### src/rtl/dmaseq_pkg.sv
package dmaseq_pkg;
  localparam int unsigned DEST_W   = 4;
  localparam int unsigned MAX_LOAD = 4;
  localparam int unsigned LOAD_CW  = $clog2(MAX_LOAD + 1);

  typedef enum logic [DEST_W-1:0] {
    DST_NONE, DST_A_LO, DST_A_HI, DST_LEN_LO, DST_LEN_HI, DST_TIMING,
    DST_MASK, DST_MATCH, DST_B_LO, DST_B_HI, DST_INTCTL, DST_PULSE, DST_VECTOR
  } dest_e;

  typedef enum logic [2:0] {
    BK_R0, BK_PCFG, BK_R3, BK_R4, BK_R5, BK_CMD, BK_DROP
  } base_kind_e;
endpackage

### src/rtl/dmaseq_base_decode.sv
module dmaseq_base_decode
  import dmaseq_pkg::*;
(
  input  logic [7:0]                         byte_i,
  output base_kind_e                         kind_o,
  output logic [MAX_LOAD-1:0][DEST_W-1:0]    list_o,
  output logic [LOAD_CW-1:0]                 n_o
);
  logic [MAX_LOAD-1:0][DEST_W-1:0] cand;
  logic [MAX_LOAD-1:0]             cand_v;
  logic [1:0]                      wp;

  // classify the byte and list candidate slots in their fixed order
  always_comb begin
    kind_o = BK_DROP;
    cand   = '0;
    cand_v = '0;
    if (!byte_i[7]) begin
      if (byte_i[1:0] != 2'b00) begin
        kind_o  = BK_R0;
        cand[0] = DST_A_LO;
        cand[1] = DST_A_HI;
        cand[2] = DST_LEN_LO;
        cand[3] = DST_LEN_HI;
        cand_v  = byte_i[6:3];
      end else begin
        kind_o    = BK_PCFG;
        cand[0]   = DST_TIMING;
        cand_v[0] = byte_i[6];
      end
    end else begin
      case (byte_i[1:0])
        2'b00: begin
          kind_o    = BK_R3;
          cand[0]   = DST_MASK;
          cand[1]   = DST_MATCH;
          cand_v[0] = byte_i[3];
          cand_v[1] = byte_i[4];
        end
        2'b01: begin
          if (byte_i[6:5] != 2'b11) begin
            kind_o    = BK_R4;
            cand[0]   = DST_B_LO;
            cand[1]   = DST_B_HI;
            cand[2]   = DST_INTCTL;
            cand_v[0] = byte_i[2];
            cand_v[1] = byte_i[3];
            cand_v[2] = byte_i[4];
          end
        end
        2'b10: begin
          if (!byte_i[6] && !byte_i[2]) kind_o = BK_R5;
        end
        default: kind_o = BK_CMD;
      endcase
    end
  end

  // compact the valid candidates to the front, keeping their order
  always_comb begin
    list_o = '0;
    n_o    = '0;
    wp     = '0;
    for (int s = 0; s < MAX_LOAD; s++) begin
      if (cand_v[s]) begin
        list_o[wp] = cand[s];
        wp         = wp + 2'd1;
        n_o        = n_o + LOAD_CW'(1);
      end
    end
  end
endmodule

### src/rtl/dmaseq_pend_queue.sv
module dmaseq_pend_queue
  import dmaseq_pkg::*;
#(
  parameter int unsigned DEPTH = 8,
  localparam int unsigned IW = $clog2(DEPTH),
  localparam int unsigned CW = $clog2(DEPTH + 1)
) (
  input  logic                            clk,
  input  logic                            rst,
  input  logic                            load_i,
  input  logic [MAX_LOAD-1:0][DEST_W-1:0] load_list_i,
  input  logic [LOAD_CW-1:0]              load_n_i,
  input  logic                            pop_i,
  input  logic [1:0]                      app_n_i,
  input  logic [1:0][DEST_W-1:0]          app_list_i,
  output logic                            busy_o,
  output logic [DEST_W-1:0]               head_o
);
  logic [DEST_W-1:0] mem [DEPTH];
  logic [IW-1:0]     rd_ptr;
  logic [CW-1:0]     cnt;
  logic [IW-1:0]     tail;

  assign tail   = IW'(rd_ptr + cnt);
  assign busy_o = (cnt != '0);
  assign head_o = mem[rd_ptr];

  always_ff @(posedge clk) begin
    if (rst) begin
      rd_ptr <= '0;
      cnt    <= '0;
    end else if (load_i) begin
      rd_ptr <= '0;
      cnt    <= CW'(load_n_i);
    end else if (pop_i) begin
      rd_ptr <= rd_ptr + IW'(1);
      cnt    <= cnt - CW'(1) + CW'(app_n_i);
    end
  end

  // slot storage, no reset
  always_ff @(posedge clk) begin
    if (load_i) begin
      for (int i = 0; i < MAX_LOAD; i++) begin
        if (i < int'(load_n_i)) mem[IW'(i)] <= load_list_i[i];
      end
    end else if (pop_i) begin
      for (int j = 0; j < 2; j++) begin
        if (j < int'(app_n_i)) mem[tail + IW'(j)] <= app_list_i[j];
      end
    end
  end


  no_overflow_chk: assert property (@(posedge clk) disable iff (rst)
    pop_i |-> (int'(rd_ptr) + int'(cnt) + int'(app_n_i) <= int'(DEPTH)));


  pop_when_busy_chk: assert property (@(posedge clk) disable iff (rst)
    pop_i |-> busy_o);


  load_when_idle_chk: assert property (@(posedge clk) disable iff (rst)
    load_i |-> !busy_o);
endmodule

### src/rtl/dmaseq_run_qual.sv
module dmaseq_run_qual (
  input  logic       clk,
  input  logic       rst,
  input  logic       en_i,
  input  logic [1:0] r0_lo_i,
  input  logic       eob_i,
  input  logic       match_i,
  input  logic [1:0] mode_i,
  input  logic       rdy_pol_i,
  input  logic       dev_ready_i,
  output logic       working_o,
  output logic       start_o
);
  logic rdy_lvl_q;
  logic run_c;

  always_comb begin
    run_c = en_i && (r0_lo_i != 2'b00) && !eob_i && !(r0_lo_i[1] && match_i)
            && ((mode_i == 2'd1) || (rdy_pol_i ^ rdy_lvl_q));
  end

  always_ff @(posedge clk) begin
    if (rst) begin
      rdy_lvl_q <= 1'b1;
      working_o <= 1'b0;
      start_o   <= 1'b0;
    end else begin
      rdy_lvl_q <= ~dev_ready_i;
      working_o <= run_c;
      start_o   <= run_c & ~working_o;
    end
  end


  start_one_cycle_chk: assert property (@(posedge clk) disable iff (rst)
    start_o |=> !start_o);


  start_with_work_chk: assert property (@(posedge clk) disable iff (rst)
    start_o |-> working_o);


  work_needs_en_chk: assert property (@(posedge clk) disable iff (rst)
    working_o |-> $past(en_i) && !$past(eob_i));
endmodule

### src/rtl/dmaseq_top.sv
module dmaseq_top
  import dmaseq_pkg::*;
#(
  parameter int unsigned QDEPTH = 8
) (
  input  logic        clk,
  input  logic        rst,
  input  logic        wr_en,
  input  logic [7:0]  wr_data,
  input  logic        dev_ready,
  input  logic        eob_flag,
  input  logic        match_flag,
  output logic [7:0]  base_r0,
  output logic [7:0]  port_a_cfg,
  output logic [7:0]  port_b_cfg,
  output logic [7:0]  mask_byte,
  output logic [7:0]  match_byte,
  output logic        int_en,
  output logic        dma_en,
  output logic [7:0]  base_r4,
  output logic [1:0]  xfer_mode,
  output logic [7:0]  base_r5,
  output logic [15:0] addr_a,
  output logic [15:0] addr_b,
  output logic [15:0] blk_len,
  output logic [7:0]  int_ctrl,
  output logic [7:0]  pulse_ctrl,
  output logic [7:0]  int_vector,
  output logic        cmd_stb,
  output logic [7:0]  cmd_byte,
  output logic        working,
  output logic        start_pulse
);
  base_kind_e                      dec_kind;
  logic [MAX_LOAD-1:0][DEST_W-1:0] dec_list;
  logic [LOAD_CW-1:0]              dec_n;
  logic                            busy;
  logic [DEST_W-1:0]               head;
  logic                            take_base;
  logic                            take_param;
  logic [1:0]                      app_n;
  logic [1:0][DEST_W-1:0]          app_list;

  dmaseq_base_decode u_dec (
    .byte_i (wr_data),
    .kind_o (dec_kind),
    .list_o (dec_list),
    .n_o    (dec_n)
  );

  assign take_base  = wr_en && !busy;
  assign take_param = wr_en && busy;

  // int_ctrl slot extends the queue: pulse first, then vector
  always_comb begin
    app_n    = '0;
    app_list = '0;
    if (take_param && (dest_e'(head) == DST_INTCTL)) begin
      if (wr_data[3] && wr_data[4]) begin
        app_list[0] = DST_PULSE;
        app_list[1] = DST_VECTOR;
        app_n       = 2'd2;
      end else if (wr_data[3]) begin
        app_list[0] = DST_PULSE;
        app_n       = 2'd1;
      end else if (wr_data[4]) begin
        app_list[0] = DST_VECTOR;
        app_n       = 2'd1;
      end
    end
  end

  dmaseq_pend_queue #(.DEPTH(QDEPTH)) u_queue (
    .clk         (clk),
    .rst         (rst),
    .load_i      (take_base),
    .load_list_i (dec_list),
    .load_n_i    (dec_n),
    .pop_i       (take_param),
    .app_n_i     (app_n),
    .app_list_i  (app_list),
    .busy_o      (busy),
    .head_o      (head)
  );

  always_ff @(posedge clk) begin
    if (rst) begin
      base_r0    <= '0;
      port_a_cfg <= '0;
      port_b_cfg <= '0;
      mask_byte  <= '0;
      match_byte <= '0;
      int_en     <= 1'b0;
      dma_en     <= 1'b0;
      base_r4    <= '0;
      xfer_mode  <= '0;
      base_r5    <= '0;
      addr_a     <= '0;
      addr_b     <= '0;
      blk_len    <= '0;
      int_ctrl   <= '0;
      pulse_ctrl <= '0;
      int_vector <= '0;
      cmd_stb    <= 1'b0;
      cmd_byte   <= '0;
    end else begin
      cmd_stb <= 1'b0;
      if (wr_en) dma_en <= 1'b0;
      if (take_base) begin
        case (dec_kind)
          BK_R0:   base_r0 <= wr_data;
          BK_PCFG: begin
            if (wr_data[2]) port_a_cfg <= wr_data;
            else            port_b_cfg <= wr_data;
          end
          BK_R3: begin
            int_en <= wr_data[5];
            dma_en <= wr_data[6];
          end
          BK_R4: begin
            base_r4   <= wr_data;
            xfer_mode <= wr_data[6:5];
          end
          BK_R5:   base_r5 <= wr_data;
          BK_CMD: begin
            cmd_stb  <= 1'b1;
            cmd_byte <= wr_data;
          end
          default: ;
        endcase
      end
      if (take_param) begin
        case (dest_e'(head))
          DST_A_LO:   addr_a[7:0]   <= wr_data;
          DST_A_HI:   addr_a[15:8]  <= wr_data;
          DST_LEN_LO: blk_len[7:0]  <= wr_data;
          DST_LEN_HI: blk_len[15:8] <= wr_data;
          DST_MASK:   mask_byte     <= wr_data;
          DST_MATCH:  match_byte    <= wr_data;
          DST_B_LO:   addr_b[7:0]   <= wr_data;
          DST_B_HI:   addr_b[15:8]  <= wr_data;
          DST_INTCTL: int_ctrl      <= wr_data;
          DST_PULSE:  pulse_ctrl    <= wr_data;
          DST_VECTOR: int_vector    <= wr_data;
          default: ;
        endcase
      end
    end
  end

  dmaseq_run_qual u_run (
    .clk         (clk),
    .rst         (rst),
    .en_i        (dma_en),
    .r0_lo_i     (base_r0[1:0]),
    .eob_i       (eob_flag),
    .match_i     (match_flag),
    .mode_i      (xfer_mode),
    .rdy_pol_i   (base_r5[3]),
    .dev_ready_i (dev_ready),
    .working_o   (working),
    .start_o     (start_pulse)
  );


  en_clear_chk: assert property (@(posedge clk) disable iff (rst)
    (wr_en && (busy || (dec_kind != BK_R3))) |=> !dma_en);


  cmd_source_chk: assert property (@(posedge clk) disable iff (rst)
    cmd_stb |-> $past(wr_en) && ($past(wr_data) == cmd_byte) && (cmd_byte[1:0] == 2'b11));


  mode_source_chk: assert property (@(posedge clk) disable iff (rst)
    !$stable(xfer_mode) |-> $past(wr_en) && ($past(wr_data[1:0]) == 2'b01) && $past(wr_data[7]));


  int_en_source_chk: assert property (@(posedge clk) disable iff (rst)
    !$stable(int_en) |-> $past(wr_en) && ($past(wr_data[1:0]) == 2'b00) && $past(wr_data[7]));
endmodule

### config.mk
export PLATFORM = sky130hd
export DESIGN_NAME = dmaseq_top
export DESIGN_NICKNAME = d
export VERILOG_FILES = /design/src/rtl/dmaseq_pkg.sv /design/src/rtl/dmaseq_base_decode.sv /design/src/rtl/dmaseq_pend_queue.sv /design/src/rtl/dmaseq_run_qual.sv /design/src/rtl/dmaseq_top.sv
export SDC_FILE = /design/constraint.sdc
export NUM_CORES = 1
export LEC_CHECK = 0
export BUFFER_PORTS_ARGS = -buffer_cell sky130_fd_sc_hd__clkbuf_2
export CORE_MARGIN = 1.5
export CORE_UTILIZATION = 40
export DETAILED_ROUTE_END_ITERATION = 8
export HOLD_SLACK_MARGIN = 0.12
export PLACE_DENSITY_LB_ADDON = 0.2
export SLEW_MARGIN = 20
export SYNTH_ARGS = -nofsm -noshare
export SYNTH_HDL_FRONTEND = slang
export SYNTH_SLANG_ARGS = --single-unit
export TNS_END_PERCENT = 10
### constraint.sdc
create_clock -name clk -period 4.79 [get_ports clk]
set_clock_uncertainty 0.1 [all_clocks]
set_input_delay 0 -clock clk [delete_from_list [all_inputs] [get_ports clk]]
set_output_delay 0 -clock clk [all_outputs]
set_load 0.05 [all_outputs]
==> summary.md <==
| Metric | Value |
|---|---|
| Initial antenna violation count | `0` |
| RSZ-0062 raised after global routing | `false` |
| Via-to-Cell Ratio | `5.23` |
| HPWL after DPL | `16400 um` |
| Crit Reg-Reg Endpoint | `u_queue.cnt[3]` |
| Final net count | `1040` |
| Slew HR | `21.3%` |
| Post-cts gate resize count | `0` |
| CP Capture Type | `flip-flop` |
| Fraction of registers with async set/reset | `0%` |
| Worst-Skew Late Latency | `0.43 ns` |
| Core Area | `19400 um^2` |
| Top cells by area, synth | `dfxtp_1 (41%), mux2i_1 (11%), nor2_1 (7.0%)` |
| Hold Slack | `0.313 ns` |
| Post-Synth Adder-Cell Area | `3.05%` |
| Finished Layout Cells | `1286` |
| Setup_tns | `0 ns` |
| CTS tree | `done` |
| First-pass GRT wire length | `35400 um` |
| Fin crit share | `88.3%` |
| YS warnings | `0` |
| XOR/XNOR Fraction of Synth Area | `0.858%` |
| Syn_area_per_cell | `9.21 um^2` |
| Leak pwr | `4.13 nW` |
| Worst setup path end | `u_queue.mem[0][3]` |
| CTS Root Cell | `clkbuf_16` |
| Sequential area share after synthesis | `47.6%` |
| Post-synth top flop | `dfxtp_1` |
| Most frequent cell after synthesis | `dfxtp_1` |
| Die H | `143 um` |
| Crit path kind | `in -> reg` |
| Post-synth EDFFs | `16` |
| Die area | `20500 um^2` |
| Routed Antenna Nets | `0` |
| Std-Cell Rows | `51` |
| Worst EP arrival | `4.27 ns` |
| Total Wirelength | `23300 um` |
| Largest net degree at the start of global routing | `79` |
| Final instance area | `9650 um^2` |
| Critical path required time | `4.83 ns` |
| Post-Synth Simple-Gate Area | `19.8%` |
| GPL Wtd Cong | `0.889` |
| Initial DRC Count | `447` |
| Starting Density | `40.6%` |
| Status | `finished clean` |
| CTS Buffer Depth | `2` |
| Critical path origin | `wr_data[7]` |
| FF+latch count, synth | `179` |
| Syn Inst Count | `855` |
| Via Count | `6727` |
| Post-Synthesis Cell Area | `7870 um^2` |
| Post-placement cell count | `1237` |
| Grt ovf | `0` |
| Cell Pwr Density | `410 nW/um^2` |
| Cell taking the most area after synthesis | `dfxtp_1` |
| Path depth of the worst reg2reg path | `14` |
| Layout cell share with drive strength beyond 1 | `22.7%` |
| CP Launch Type | `input port` |
| Worst-path fanout max | `10` |
| H-tree depth | `4` |
| Min-Delay Path Class | `reg -> reg` |
| Cell Chain, Critical Path | `dlygate4sd3_1, clkbuf_2, nor2b_1, and3_1, a221oi_1, buf_4, ha_1, a21boi_0, a21o_1, inv_1, ha_1, o21ai_0, a31oi_1, nor2_1, and3_1, nand2_1` |
| Crit path time final | `4.23 ns` |
| Worst path buffer plus inverter count | `4` |
| # setup viols final | `0` |
| First-pass DRT Iterations | `5` |
| Slew @ Worst Pin | `1.17 ns` |
| Max stage delay on crit path | `0.53 ns` |
| Mux contribution to synthesized area | `13.5%` |
| I/O Buffers | `155` |
| Fmax | `0.236 GHz` |
| Clock transition at path regs | `0.06 ns` |
| Final Hold Vio Count | `0` |
| Synth top area share | `41.5%` |
| Combinational family with the most area after synthesis | `simple AND/OR/NAND/NOR gates` |
| Distinct cells, synth | `65` |
| Number of max-cap violations | `0` |
| DR WL/cell | `18.1 um` |
| CP max stage cell | `dlygate4sd3_1` |
| R2R Setup Slk | `0.71 ns` |
| Die X | `143 um` |
| Final Slew Violations | `0` |
| Peak supply drop | `268 uV` |
| Synth Area in Compound Gates | `10.7%` |
| Post-DP Area | `8880 um^2` |
| Vias in the first global route | `6087` |
| Overall Global Routing Usage | `23.0%` |
| Antenna diodes | `0` |
| Area Growth Syn to Fin | `22.5%` |
| Post-synth net total | `887` |
| Inserted Clock Buffers | `17` |
| CTS Sinks | `179` |
| WP depth | `16` |
| Crit path max-delay family | `compound AO/OA/AOI/OAI gates` |
| Post-synth top cells | `dfxtp_1 (163), nor2_1 (146), mux2i_1 (85)` |
| Num ports | `157` |
| # DRC | `0` |
report_power, final:
part | switching (mW) | internal, mW
Combinational | 0.584 | 0.293
Clock | 0.619 | 0.795
Sequential | 0.0652 | 1.60
layer usage:
| metal | wire [um] | global-route usage, % |
|---|---|---|
| met1 | 10200 | 30.0 |
| met5 | 0 | 0 |
| met4 | 530 | 7.84 |
| met2 | 10800 | 36.0 |
| met3 | 1810 | 7.34 |
how the worst min path moves through the flow:
| stage | from | end | slack [ns] | cells after the start |
|---|---|---|---|---|
| floorplan | dev_ready | u_run.rdy_lvl_q | -0.03 | 1 |
| global placement | dev_ready | u_run.rdy_lvl_q | 0.07 | 2 |
| detailed placement | dev_ready | u_run.rdy_lvl_q | 0.07 | 2 |
| CTS | match_flag | u_run.working_o | 0.29 | 5 |
| global route | match_flag | u_run.working_o | 0.31 | 5 |
| finish | u_run.working_o | u_run.start_o | 0.31 | 1 |
cells by family after synthesis:
family | count (synthesis)
AOI/OAI and AO/OA | 137
xor gates and xnor gates | 6
adders and majority gates | 18
buffers and inverters | 85
DFF | 179
muxes | 95
other | 1
and+or+nand+nor | 334
worst reg2reg max path, cell delays in order, from the launching register on:
cell and delay [ns]:
dfxtp_1 0.62, mux4_2 0.65, nor3b_4 0.23, inv_2 0.08, nor2_1 0.10, buf_4 0.25, nand2_1 0.09, ha_1 0.28
inv_1 0.04, ha_1 0.21, fa_1 0.41, xnor2_1 0.16, nand3_1 0.09, a21oi_1 0.16, dlygate4sd3_1 0.56
sequential cells by signal, indices dropped and copies added, names as in the netlist, 16 cells and up, named ones only:
signal	flops
addr_a	16
blk_len	16
addr_b	16
u_queue.mem	28
cell type report:
class / instances / area [um^2]
inverters: 28 / 105
repair buffers: 191 / 1090
clock buffers: 20 / 447
well taps: 265 / 332
flip-flops and latches: 179 / 3740
multi-input cells: 591 / 3780
clock inverters: 12 / 146
fillers: 1907 / 9750
cell usage in the layout, fill, tap and decap left out, types with 16 or more instances in the layout:
cell type	synthesis	layout
a21oi_1	60	60
buf_4	4	20
clkbuf_16	0	17
clkbuf_2	0	154
dfxtp_1	163	163
dlygate4sd3_1	0	17
edfxtp_1	16	16
ha_1	16	16
inv_1	25	25
mux2i_1	85	85
nand2_1	71	71
nand3_1	30	30
nor2_1	146	146
o21ai_0	21	21
what timing repair did:
item                                    CTS  global route
buffers inserted                          0             0
hold buffers                             17             0
endpoints found under the setup margin    0             0
hold endpoints to repair                132             0
through the flow:
step           util, %  setup slack [ns]  total power, mW
2_1_floorplan        -              1.06             2.32
3_3_place_gp      45.8             0.985             2.55
3_5_place_dp      45.8             0.818             2.55
4_1_cts           49.7             0.680             3.97
5_1_grt           49.7             0.262             4.12
6_report          49.7             0.560             3.96
Note: power is estimated with default switching activity, not from simulation.
